File: config.mk
export PLATFORM = sky130hd
export DESIGN_NAME = wdog_two_stage
export DESIGN_NICKNAME = d
export VERILOG_FILES = /design/src/rtl/wdt_pkg.sv /design/src/rtl/wdt_period_sel.sv /design/src/rtl/wdt_counter.sv /design/src/rtl/wdt_flags.sv /design/src/rtl/wdog_two_stage.sv
export SDC_FILE = /design/constraint.sdc
export NUM_CORES = 1
export LEC_CHECK = 0
export BUFFER_PORTS_ARGS = -buffer_cell sky130_fd_sc_hd__clkbuf_2
export CORE_MARGIN = 1
export CORE_UTILIZATION = 54
export CTS_CLUSTER_DIAMETER = 60
export DETAILED_ROUTE_END_ITERATION = 8
export HOLD_SLACK_MARGIN = 0.03
export PLACE_DENSITY = 0.75
export SYNTH_ARGS = -nofsm -noshare
export SYNTH_HDL_FRONTEND = slang
export SYNTH_SLANG_ARGS = --single-unit
File: constraint.sdc
create_clock -name clk -period 1.67 [get_ports clk]
set_input_delay 0.2505 -clock clk [delete_from_list [all_inputs] [get_ports clk]]
set_output_delay 0.2505 -clock clk [all_outputs]
set_load 0.03 [all_outputs]
File: src/rtl/wdt_pkg.sv
package wdt_pkg;

  // Number of period choices selected by the two-bit input
  localparam int NUM_PERIODS = 4;

  // Shift amount for a given period select
  function automatic int period_shift(input int base_shift, input int step,
                                      input logic [1:0] sel);
    return base_shift + step * int'(sel);
  endfunction

endpackage

File: src/rtl/wdt_period_sel.sv
module wdt_period_sel #(
  parameter int BASE_SHIFT = 17,
  parameter int SHIFT_STEP = 3,
  parameter int GRACE      = 512,
  parameter int CNT_W      = 27
) (
  input  logic             clk,
  input  logic             rst_n,
  input  logic [1:0]       period_sel,
  output logic             sel_changed,
  output logic [CNT_W-1:0] irq_last,   // count value on the edge the flag sets
  output logic [CNT_W-1:0] end_last    // count value on the edge the reset fires
);
  import wdt_pkg::*;

  logic [1:0]       sel_q;
  logic [CNT_W-1:0] period_len [NUM_PERIODS];

  // One terminal length per select value
  for (genvar g = 0; g < NUM_PERIODS; g++) begin : g_len
    assign period_len[g] = {{(CNT_W-1){1'b0}}, 1'b1}
                           << period_shift(BASE_SHIFT, SHIFT_STEP, 2'(g));
  end

  always_ff @(posedge clk or negedge rst_n) begin
    if (!rst_n) sel_q <= 2'd0;
    else        sel_q <= period_sel;
  end

  assign sel_changed = (period_sel != sel_q);
  assign irq_last    = period_len[sel_q] - CNT_W'(1);
  assign end_last    = period_len[sel_q] + CNT_W'(GRACE) - CNT_W'(1);

endmodule

File: src/rtl/wdt_counter.sv
module wdt_counter #(
  parameter int CNT_W = 27
) (
  input  logic             clk,
  input  logic             rst_n,
  input  logic             clear,
  input  logic [CNT_W-1:0] irq_last,
  input  logic [CNT_W-1:0] end_last,
  output logic             hit_irq,
  output logic             hit_end
);
  logic [CNT_W-1:0] cnt_q;

  always_ff @(posedge clk or negedge rst_n) begin
    if (!rst_n)       cnt_q <= '0;
    else if (clear)   cnt_q <= '0;
    else if (hit_end) cnt_q <= '0;
    else              cnt_q <= cnt_q + CNT_W'(1);
  end

  assign hit_irq = (cnt_q == irq_last);
  assign hit_end = (cnt_q == end_last);

  // the count never runs past the end of the reset window
  a_r4_count_bounded: assert property (@(posedge clk) disable iff (!rst_n)
    cnt_q <= end_last);

  // a clear request leaves the count at the start of a period
  a_r6_clear_hits_zero: assert property (@(posedge clk) disable iff (!rst_n)
    clear |=> (cnt_q == '0));

endmodule

File: src/rtl/wdt_flags.sv
module wdt_flags (
  input  logic clk,
  input  logic rst_n,
  input  logic clear,
  input  logic hit_irq,
  input  logic hit_end,
  input  logic rst_en,
  input  logic clr_irq_flag,
  input  logic clr_rst_flag,
  output logic irq_flag,
  output logic rst_flag,
  output logic sys_rst
);
  logic set_irq;
  logic fire_rst;

  // A restart or period change beats any terminal hit on the same edge
  assign set_irq  = hit_irq & ~clear;
  assign fire_rst = hit_end & rst_en & ~clear;

  always_ff @(posedge clk or negedge rst_n) begin
    if (!rst_n) begin
      irq_flag <= 1'b0;
      rst_flag <= 1'b0;
      sys_rst  <= 1'b0;
    end else begin
      sys_rst <= fire_rst;
      if (set_irq)           irq_flag <= 1'b1;
      else if (clr_irq_flag) irq_flag <= 1'b0;
      if (fire_rst)          rst_flag <= 1'b1;
      else if (clr_rst_flag) rst_flag <= 1'b0;
    end
  end

  // the reset output is a single-cycle pulse
  a_r4_single_pulse: assert property (@(posedge clk) disable iff (!rst_n)
    sys_rst |=> !sys_rst);

  // the reset-cause flag only rises together with a reset pulse
  a_r4_flag_with_pulse: assert property (@(posedge clk) disable iff (!rst_n)
    $rose(rst_flag) |-> sys_rst);

  // no pulse unless reset was enabled on the firing edge
  a_r5_needs_enable: assert property (@(posedge clk) disable iff (!rst_n)
    sys_rst |-> $past(rst_en));

  // flags hold until their clear strobe
  a_r8_irq_sticky: assert property (@(posedge clk) disable iff (!rst_n)
    (irq_flag && !clr_irq_flag) |=> irq_flag);

  a_r8_rst_sticky: assert property (@(posedge clk) disable iff (!rst_n)
    (rst_flag && !clr_rst_flag) |=> rst_flag);

endmodule

File: src/rtl/wdog_two_stage.sv
module wdog_two_stage #(
  parameter int BASE_SHIFT = 17,
  parameter int SHIFT_STEP = 3,
  parameter int GRACE      = 512
) (
  input  logic       clk,
  input  logic       rst_n,
  input  logic [1:0] period_sel,
  input  logic       rst_en,
  input  logic       irq_en,
  input  logic       restart,
  input  logic       clr_irq_flag,
  input  logic       clr_rst_flag,
  output logic       irq_flag,
  output logic       irq_req,
  output logic       rst_flag,
  output logic       sys_rst
);
  localparam int MAX_SHIFT = BASE_SHIFT + SHIFT_STEP * (wdt_pkg::NUM_PERIODS - 1);
  localparam longint MAX_END = (longint'(1) << MAX_SHIFT) + longint'(GRACE);
  localparam int CNT_W = $clog2(MAX_END + 1);

  logic             sel_changed;
  logic             clear;
  logic             hit_irq;
  logic             hit_end;
  logic [CNT_W-1:0] irq_last;
  logic [CNT_W-1:0] end_last;

  wdt_period_sel #(
    .BASE_SHIFT(BASE_SHIFT),
    .SHIFT_STEP(SHIFT_STEP),
    .GRACE     (GRACE),
    .CNT_W     (CNT_W)
  ) u_sel (
    .clk        (clk),
    .rst_n      (rst_n),
    .period_sel (period_sel),
    .sel_changed(sel_changed),
    .irq_last   (irq_last),
    .end_last   (end_last)
  );

  assign clear = restart | sel_changed;

  wdt_counter #(.CNT_W(CNT_W)) u_cnt (
    .clk     (clk),
    .rst_n   (rst_n),
    .clear   (clear),
    .irq_last(irq_last),
    .end_last(end_last),
    .hit_irq (hit_irq),
    .hit_end (hit_end)
  );

  wdt_flags u_flags (
    .clk         (clk),
    .rst_n       (rst_n),
    .clear       (clear),
    .hit_irq     (hit_irq),
    .hit_end     (hit_end),
    .rst_en      (rst_en),
    .clr_irq_flag(clr_irq_flag),
    .clr_rst_flag(clr_rst_flag),
    .irq_flag    (irq_flag),
    .rst_flag    (rst_flag),
    .sys_rst     (sys_rst)
  );

  assign irq_req = irq_flag & irq_en;

  // a restart request never lets the next cycle carry a reset pulse
  a_r6_restart_blocks_reset: assert property (@(posedge clk) disable iff (!rst_n)
    restart |=> !sys_rst);

  // a period change never lets the flag rise on the following edge
  a_r7_change_no_trip: assert property (@(posedge clk) disable iff (!rst_n)
    (sel_changed && !irq_flag) |=> !irq_flag);

endmodule

**After elaboration in Yosys (flattened, before gate mapping)**

Index checks and enable logic that the tools add are counted.

- Bits in registers: 32
- Output and inout bits: 4
- Bits of input ports: 9
- Word-level logic and storage cells: 31

- Bitwise gates (word level): 7
- Reduce and logical (&&, ||, !) cells: 2
- Multiplexer cells: 9
- Eq/ne operators: 3
- Magnitude comparators: 1
- Add/subtract/negate cells: 4

Operators with widths:

| operator | number |
|---|---|
| 27-bit 2-to-1 mux | 4 |
| 27-bit binary-select mux with 2-bit select | 1 |
| 27-bit == test | 2 |
| 27-bit by 1-bit subtractor with 27-bit output (second input constant) | 2 |
| 27-bit by 1-bit adder with 27-bit output (second input constant) | 1 |
| 27-bit by 10-bit adder with 27-bit output (second input constant) | 1 |
| 1-bit bitwise AND | 4 |
| 1-bit 2-to-1 mux | 4 |
| 2-bit nonzero test | 2 |
| 3-bit >= comparator (second input constant) | 1 |
| 2-bit inverter with 3-bit output | 1 |
| 2-bit inequality test | 1 |
| 1-bit inverter | 1 |
| 1-bit OR | 1 |

**Longest topological paths before layout**

Gate-level depths: netlist (run 1).

- Depth after elaboration: 10
- Gate-level depth with buffers: 8

**Modules after synthesis**

Synthesis (run 1) repeated with hierarchy kept, for this count alone.

- Cell total of the unflattened synthesis: 291
- Area, all modules: 2,630.0 um2

By module, submodules not included:

| module | area each (um2) | cells each | sequential area each (um2) | instances |
|---|---|---|---|---|
| wdt_counter | 2,019.4 | 216 | 675.6 | 1 |
| wdt_period_sel | 491.7 | 63 | 50.0 | 1 |
| wdt_flags | 106.4 | 10 | 75.1 | 1 |
| wdog_two_stage | 12.5 | 2 | 0.0 | 1 |

**Worst setup path before layout (run 1)**

No wires, ideal clock.

- Path type: flip-flop to flip-flop
- Start point: reg u_sel.sel_q[1]
- End point: reg u_cnt.cnt_q[2]
- Required time: 1.534 ns
- Cell stages (with the launch flop): 7
- Data arrival time: 1.707 ns
- Setup time: 0.136 ns
- Slack: -0.173 ns
- Cell sequence: dfrtp_1 buf_2 nor4b_2 mux2i_1 a2111oi_4 buf_6 nor3_1

- Cells in the longest elaborated chain, start to end: 9
- Elaborated cells on any way between the ends: 11
- Classes of those cells: 2 x add/sub; 2 x eq/ne; 5 x mux; 2 x bitwise

Ends and longest elaborated chain:

| item | line | text |
|---|---|---|
| start: declaration | wdt_period_sel.sv:16 | `logic [1:0] sel_q;` |
| start signal: assignment | wdt_period_sel.sv:27 | `else sel_q <= period_sel;` |
| 2-bit inverter with 3-bit output (not written as such) | wdt_period_sel.sv:32 | `assign end_last = period_len[sel_q] + CNT_W'(GRACE) - CNT_W'(1);` |
| 27-bit binary-select mux with 2-bit select | wdt_period_sel.sv:32 |  |
| 27-bit 2-to-1 mux (not written as such) (2 in a row) | wdt_period_sel.sv:32 |  |
| 27-bit by 10-bit adder with 27-bit output | wdt_period_sel.sv:32 |  |
| 27-bit by 1-bit subtractor with 27-bit output | wdt_period_sel.sv:32 |  |
| 27-bit == test | wdt_counter.sv:22 | `assign hit_end = (cnt_q == end_last);` |
| 27-bit 2-to-1 mux | wdt_counter.sv:17 | `else if (hit_end) cnt_q <= '0;` |
| 27-bit 2-to-1 mux * | wdt_counter.sv:16 | `else if (clear) cnt_q <= '0;` |
| end signal: assignment | wdt_counter.sv:18 | `else cnt_q <= cnt_q + CNT_W'(1);` |
| end: declaration | wdt_counter.sv:12 | `logic [CNT_W-1:0] cnt_q;` |

Every way passes the cells marked *; elsewhere a longest branch is shown, timed or not. The select of a mux whose other input is x is not followed.
A chain may end at the register's enable or synchronous reset.

**Worst setup path after layout (run 1)**

- Start point: reg u_cnt.cnt_q[25]
- End point: reg u_cnt.cnt_q[12]

- Cells in the longest elaborated chain, start to end: 3

Ends and longest elaborated chain:

| item | line |
|---|---|
| 27-bit == test | wdt_counter.sv:22 |
| 27-bit 2-to-1 mux | wdt_counter.sv:17 |
| 27-bit 2-to-1 mux | wdt_counter.sv:16 |

Every way passes these cells.

==> results.sh, run 1 <==
export IMPL_overflow=0
export IMPL_end_kind="flop"
export IMPL_cap_viol_max_count=0
export IMPL_rsz0062_at_grt="yes"
export IMPL_syn_num_nets=211
export IMPL_ys_flop_type="dfrtp_1"
export IMPL_finalWirelength_um=5330
export IMPL_worstPathRequired_ns=1.84
export IMPL_drt_pass1_iter_count=4
export IMPL_worst_hold_slack_ns=0.08933
export IMPL_r2r_cells=5
export IMPL_drive_gt1_frac=0.4015
export IMPL_n_antenna_cell=0
export IMPL_final_util=0.7801
export IMPL_async_flop_share=1.000
export IMPL_postSynthCellCount=200
export IMPL_numPortBuffers=12
export IMPL_syn_cell_area_sq_um=1996
export IMPL_grt_util_all_layers=0.2939
export IMPL_antenna_found_initial=0
export IMPL_die_area_sq_um=3943
export IMPL_hp_start="period_sel[0]"
export IMPL_place_area_sq_um=2420
export IMPL_period_share=1.071
export IMPL_r2r_start="u_cnt.cnt_q[25]$_DFF_PN0_"
export IMPL_min_to="u_sel.sel_q[0]$_DFF_PN0_"
export IMPL_synth_avg_cell_area_sq_um=9.978
export IMPL_initial_core_util=0.5798
export IMPL_seq_area_frac_synth=0.4013
export IMPL_clock_skew_ns=0.007541
export IMPL_start_kind="flop"
export IMPL_syn_to_final_growth_pct=34.55
export IMPL_drcViolationCount=0
export IMPL_violations="setup timing"
export IMPL_num_rows=21
export IMPL_root_buffer="clkbuf_8"
export IMPL_drt_iter0_markers=129
export IMPL_die_w_um=62.79
export IMPL_p_leak_nw=1.136
export IMPL_die_y_um=62.79
export IMPL_cts_buffer_depth=2
export IMPL_clock_fmax_mhz=559.0
export IMPL_grt_max_degree=33
export IMPL_place_congestion=0.8440
export IMPL_vias_per_cell=6.043
export IMPL_multiInputGateArea_sq_um=1180
export IMPL_crit_arrival_ns=1.96
export IMPL_slew_viol_final=0
export IMPL_drtAntennaViolNets=0
export IMPL_ff_latch_area_sq_um=804.5
export IMPL_reg2reg_to="u_cnt.cnt_q[12]$_DFF_PN0_"
export IMPL_synth_edff_count=0
export IMPL_rrSetupSlack_ns=-0.12
export IMPL_cts_tree="done"
export IMPL_crit_type="flop to flop"
export IMPL_fin_ws_ns=-0.1188
export IMPL_place_hpwl_um=3598
export IMPL_cp_max_fo=15
export IMPL_synth_seq_cells=32
export IMPL_path_clk_slew_ns=0.07
export IMPL_status="finished with violations"
export IMPL_core_sq_um=3442
export IMPL_power_density_nw_per_um2=611.5
export IMPL_yosysUniqueCellTypes=46
export IMPL_setup_viol=26
export IMPL_tightest_slew_ns=0.4310
export IMPL_fin_nets=269
export IMPL_io_pins=13
export IMPL_cts_inserted_buffers=5
export IMPL_nFillCells=224
export IMPL_ys_warn_count=0
export IMPL_min_path_cells=1
export IMPL_grt_pass1_vias=1840
export IMPL_holdCritPathClass="input port to flop"
export IMPL_fin_area_sq_um=2685
export IMPL_cts_sinks=32
export IMPL_ctsHtreeMaxLevel=2
export IMPL_fin_crit_ns=1.789
export IMPL_grt_pass1_wl_um=8818
export IMPL_finalHoldViolCount=0
export IMPL_insertion_delay_ns=0.29
export IMPL_via_count=1843
export IMPL_slew_headroom=0.7100
export IMPL_peakVddDrop_mv=0.4683
export IMPL_wl_per_cell_um=17.48
## stage by stage
stage,std cells,setup WS (ns),setup TNS [ns],power (W)
after floorplan,200,-0.1090,-2.244,0.0008555
after global placement,293,-0.07579,-1.485,0.0008966
after detailed placement,293,-0.1915,-2.291,0.0009036
after CTS,304,-0.1035,-1.876,0.001640
after global routing,305,-0.2198,-5.018,0.001703
final,305,-0.1188,-2.211,0.001642
## worst max-delay path, cell delays in order (launching register included)
cell and delay, ns:
dfrtp_1 0.41, nor4_4 0.36, nand4_2 0.18, a2111oi_4 0.41, buf_6 0.23, nor3_1 0.09
## power by group
group / switching, W / internal [W]
Combinational: 0.0000679 / 0.0000617
Sequential: 0.00000568 / 0.000780
Clock: 0.000284 / 0.000442
Total: 0.000358 / 0.00128
## layout make-up
type,instances,share of cell area
timing repair buffer,68,0.1952
clock inverter,2,0.01305
sequential,32,0.2996
clock buffer,6,0.02703
tap,46,0.02144
multi-input combinational,148,0.4394
inverter,3,0.004194
## synthesized netlist by cell type (all sizes together) (2+ instances only)
cell	count	area [sq um]
or3	7	43.79
buf	12	90.08
xnor2	9	86.34
o21ai	6	30.02
nand2	12	52.55
nor4	5	65.07
inv	3	11.26
nand3	15	80.08
xor2	8	70.07
nor2	7	26.28
dfrtp	32	800.8
and4	5	43.79
a211oi	12	90.09
nand4	7	50.05
clkbuf	5	20.01
o31ai	7	52.55
nor3b	2	15.01
and3	6	38.79
or4	8	63.81
and2	2	12.51
ha	2	25.02
nor3	15	75.07
a2111oi	2	55.05
## per-layer routing
metal	share of wire	up-vias	routed length, um	global-route usage
met1	0.41	902	2175	0.3515
met5	0	-	0	0
met3	0.041	18	219	0.06022
li1	-	870	-	-
met4	0.031	0	164	0.1221
met2	0.52	53	2770	0.5109
## sequential cells by signal, indices dropped and copies added (netlist names)
| signal | flops |
|---|---|
| u_sel.sel_q | 2 |
| u_flags.irq_flag | 1 |
| u_flags.sys_rst | 1 |
| u_cnt.cnt_q | 27 |
| u_flags.rst_flag | 1 |
## worst max path at each step
stage                           endpoint                 startpoint  slack (ns)  cells after the start
2_1_floorplan   u_cnt.cnt_q[2]$_DFF_PN0_   u_sel.sel_q[0]$_DFF_PN0_       -0.11                      7
4_1_cts        u_cnt.cnt_q[12]$_DFF_PN0_  u_cnt.cnt_q[25]$_DFF_PN0_       -0.10                      5
3_3_place_gp   u_flags.sys_rst$_DFF_PN0_   u_cnt.cnt_q[1]$_DFF_PN0_       -0.08                      5
6_report       u_cnt.cnt_q[12]$_DFF_PN0_  u_cnt.cnt_q[25]$_DFF_PN0_       -0.12                      5
5_1_grt        u_cnt.cnt_q[12]$_DFF_PN0_  u_cnt.cnt_q[25]$_DFF_PN0_       -0.22                      5
3_5_place_dp   u_cnt.cnt_q[14]$_DFF_PN0_   u_cnt.cnt_q[0]$_DFF_PN0_       -0.19                      6
## cells in the final DEF (no fill, tap or decap), types with 3 or more instances in the layout
cell type / Yosys / final
dfrtp_1: 32 / 29
nand3_1: 14 / 14
and4_4: 0 / 3
buf_4: 2 / 50
nand4_1: 6 / 6
nor4_4: 1 / 3
clkbuf_2: 1 / 12
buf_6: 4 / 3
a211oi_2: 0 / 4
nand2_1: 11 / 11
nor2_1: 7 / 7
xor2_1: 8 / 8
clkbuf_8: 0 / 5
inv_1: 3 / 3
and3_1: 5 / 5
o21ai_0: 5 / 5
or4_1: 7 / 7
nor3_1: 15 / 15
o31ai_1: 7 / 7
dfrtp_2: 0 / 3
xnor2_1: 8 / 7
or3_1: 7 / 5
a211oi_1: 12 / 8
## kinds of logic after synthesis
family / Yosys count / share of synthesized area
and+or+nand+nor: 96 / 0.3060
AOI/OAI and AO/OA: 32 / 0.1360
xor gates and xnor gates: 17 / 0.07837
DFF: 32 / 0.4013
buffers and inverters: 20 / 0.06081
adders and majority gates: 2 / 0.01254
muxes: 1 / 0.005016
## what timing repair did
action | in CTS | in global routing
endpoints found under the hold margin | 32 | 0
setup endpoints to repair | 27 | 27
resized for setup | 18 | 7
pin swaps | 8 | 3
hold buffers | 1 | 0
buffers inserted | 2 | 0
gates cloned | 0 | 1
Power figures use the tool's default switching activity.
==> run 2, diff against run 1 <==
- CORE_MARGIN: 1 -> 2
- PLACE_DENSITY: 0.75 -> 0.85
==> results.sh, run 2 (same netlist as run 1, synthesis figures left out) <==
export IMPL_status="finished with violations"
export IMPL_violations="setup timing"
export IMPL_cp_max_fo=11
export IMPL_drtAntennaViolNets=0
export IMPL_drive_gt1_frac=0.3658
export IMPL_setup_tns_ns=-2.079
export IMPL_pre_cts_slack_ns=-0.1089
export IMPL_power_density_nw_per_um2=585.0
export IMPL_numPortBuffers=12
export IMPL_vias_per_cell=5.961
export IMPL_n_antenna_cell=0
export IMPL_fin_ws_ns=-0.09494
export IMPL_path_clk_slew_ns=0.07
export IMPL_setup_viol=27
export IMPL_num_rows=22
export IMPL_top_register="u_cnt.cnt_q"
export IMPL_cts_buffer_depth=2
export IMPL_end_kind="flop"
export IMPL_overflow=0
export IMPL_fin_nets=267
export IMPL_ctsHtreeMaxLevel=2
export IMPL_worst_hold_slack_ns=0.08524
export IMPL_grt_max_degree=33
export IMPL_final_cell_mix="buf_4, dfrtp_1, nor3_1"
export IMPL_largest_reg_flops=27
export IMPL_finalWirelength_um=4897
export IMPL_die_w_um=64.79
export IMPL_die_y_um=64.79
export IMPL_fin_area_sq_um=2574
export IMPL_via_count=1818
export IMPL_drt_iter0_markers=150
export IMPL_place_congestion=0.8772
export IMPL_drcViolationCount=0
export IMPL_grt_util_all_layers=0.2569
export IMPL_grt_pass1_wl_um=8252
export IMPL_fin_crit_ns=1.765
export IMPL_slew_headroom=0.6808
export IMPL_peakVddDrop_mv=0.5416
export IMPL_start_kind="flop"
export IMPL_rsz0062_at_grt="yes"
export IMPL_io_pins=13
export IMPL_initial_core_util=0.5534
export IMPL_antenna_found_initial=0
export IMPL_p_leak_nw=1.090
export IMPL_tightest_slew_ns=0.4744
export IMPL_reg_top3="u_cnt.cnt_q (27), u_sel.sel_q (2)"
export IMPL_cts_tree="done"
export IMPL_insertion_delay_ns=0.29
export IMPL_place_area_sq_um=2422
export IMPL_grt_pass1_vias=1817
export IMPL_cts_inserted_buffers=5
export IMPL_finalHoldViolCount=0
export IMPL_die_area_sq_um=4198
export IMPL_r2r_cells=6
export IMPL_place_hpwl_um=3504
export IMPL_cts_sinks=32
export IMPL_worstPathRequired_ns=1.85
export IMPL_min_path_cells=1
export IMPL_holdCritPathClass="input port to flop"
export IMPL_syn_to_final_growth_pct=28.97
export IMPL_final_common_cell="buf_4"
export IMPL_cap_viol_max_count=0
export IMPL_root_buffer="clkbuf_8"
export IMPL_core_sq_um=3606
export IMPL_crit_type="flop to flop"
export IMPL_clock_fmax_mhz=566.6
export IMPL_period_share=1.057
export IMPL_crit_arrival_ns=1.94
export IMPL_clock_skew_ns=0.006168
export IMPL_slew_viol_final=0
export IMPL_drt_pass1_iter_count=4
export IMPL_wl_per_cell_um=16.06
[run 2: changes by cell type in the layout (fill, tap and decap cells not counted), moves of 2 or more]
| cell | previous run | this run |
|---|---|---|
| a211oi_1 | 8 | 11 |
| a211oi_2 | 4 | 1 |
| buf_6 | 3 | 1 |
| dfrtp_1 | 29 | 31 |
| dfrtp_2 | 3 | 1 |
| or3_1 | 5 | 7 |
| or3_4 | 2 | 0 |
[run 2: path summary, 6_finish.rpt]
path,start,end,slack [ns]
min in group asynchronous,rst_n,u_cnt.cnt_q[18]$_DFF_PN0_,0.51
worst min-delay path,period_sel[1],u_sel.sel_q[1]$_DFF_PN0_,0.09
worst min register to register,u_flags.irq_flag$_DFFE_PN0P_,u_flags.irq_flag$_DFFE_PN0P_,0.52
max in group asynchronous,rst_n,u_sel.sel_q[1]$_DFF_PN0_,0.84
worst max register to register,u_sel.sel_q[0]$_DFF_PN0_,u_cnt.cnt_q[12]$_DFF_PN0_,-0.09
worst max-delay path,u_sel.sel_q[0]$_DFF_PN0_,u_cnt.cnt_q[12]$_DFF_PN0_,-0.09
[run 2: timing repair]
item                                   in CTS  in global routing
setup endpoints to repair                  27                 27
cloned                                      0                  0
pin swaps                                   1                  0
endpoints found under the hold margin      32                  0
hold buffers                                1                  0
buffers inserted                            0                  1
gates resized for setup                     8                  5
[run 2: area by class of cell]
class / instances / area, sq um
multi-input cells: 148 / 1124
fillers: 251 / 1032
flip-flops and latches: 32 / 802.0
repair buffers: 66 / 484.2
clock buffers: 6 / 82.58
well taps: 48 / 60.06
inverters: 3 / 11.26
clock inverters: 2 / 10.01
[run 2: report_power, final]
part           internal (W)  switching, W
clock network      0.000328      0.000288
logic             0.0000459     0.0000581
registers          0.000780    0.00000542
[run 2: worst max-delay path: stages (launching register included)]
cell	delay (ns)
dfrtp_1	0.42
buf_4	0.14
nor4b_2	0.19
mux2i_1	0.20
a2111oi_4	0.38
buf_4	0.25
nor3_1	0.07
[run 2: per-stage QoR]
| stage | util | total power, W | instances |
|---|---|---|---|
| 2_1_floorplan | - | 0.0008555 | 200 |
| 3_3_place_gp | 0.6718 | 0.0008961 | 295 |
| 3_5_place_dp | 0.6718 | 0.0009010 | 295 |
| 4_1_cts | 0.7078 | 0.001519 | 304 |
| 5_1_grt | 0.7137 | 0.001551 | 305 |
| 6_report | 0.7137 | 0.001506 | 305 |
[run 2: per-layer routing]
metal | vias up | part of all wire | wire (um) | global-route usage
met5 | - | 0 | 0 | 0
met4 | 0 | 0.023 | 112 | 0.1011
met3 | 11 | 0.047 | 231 | 0.05382
met2 | 52 | 0.52 | 2551 | 0.4381
met1 | 887 | 0.41 | 2001 | 0.3175
li1 | 868 | - | - | -
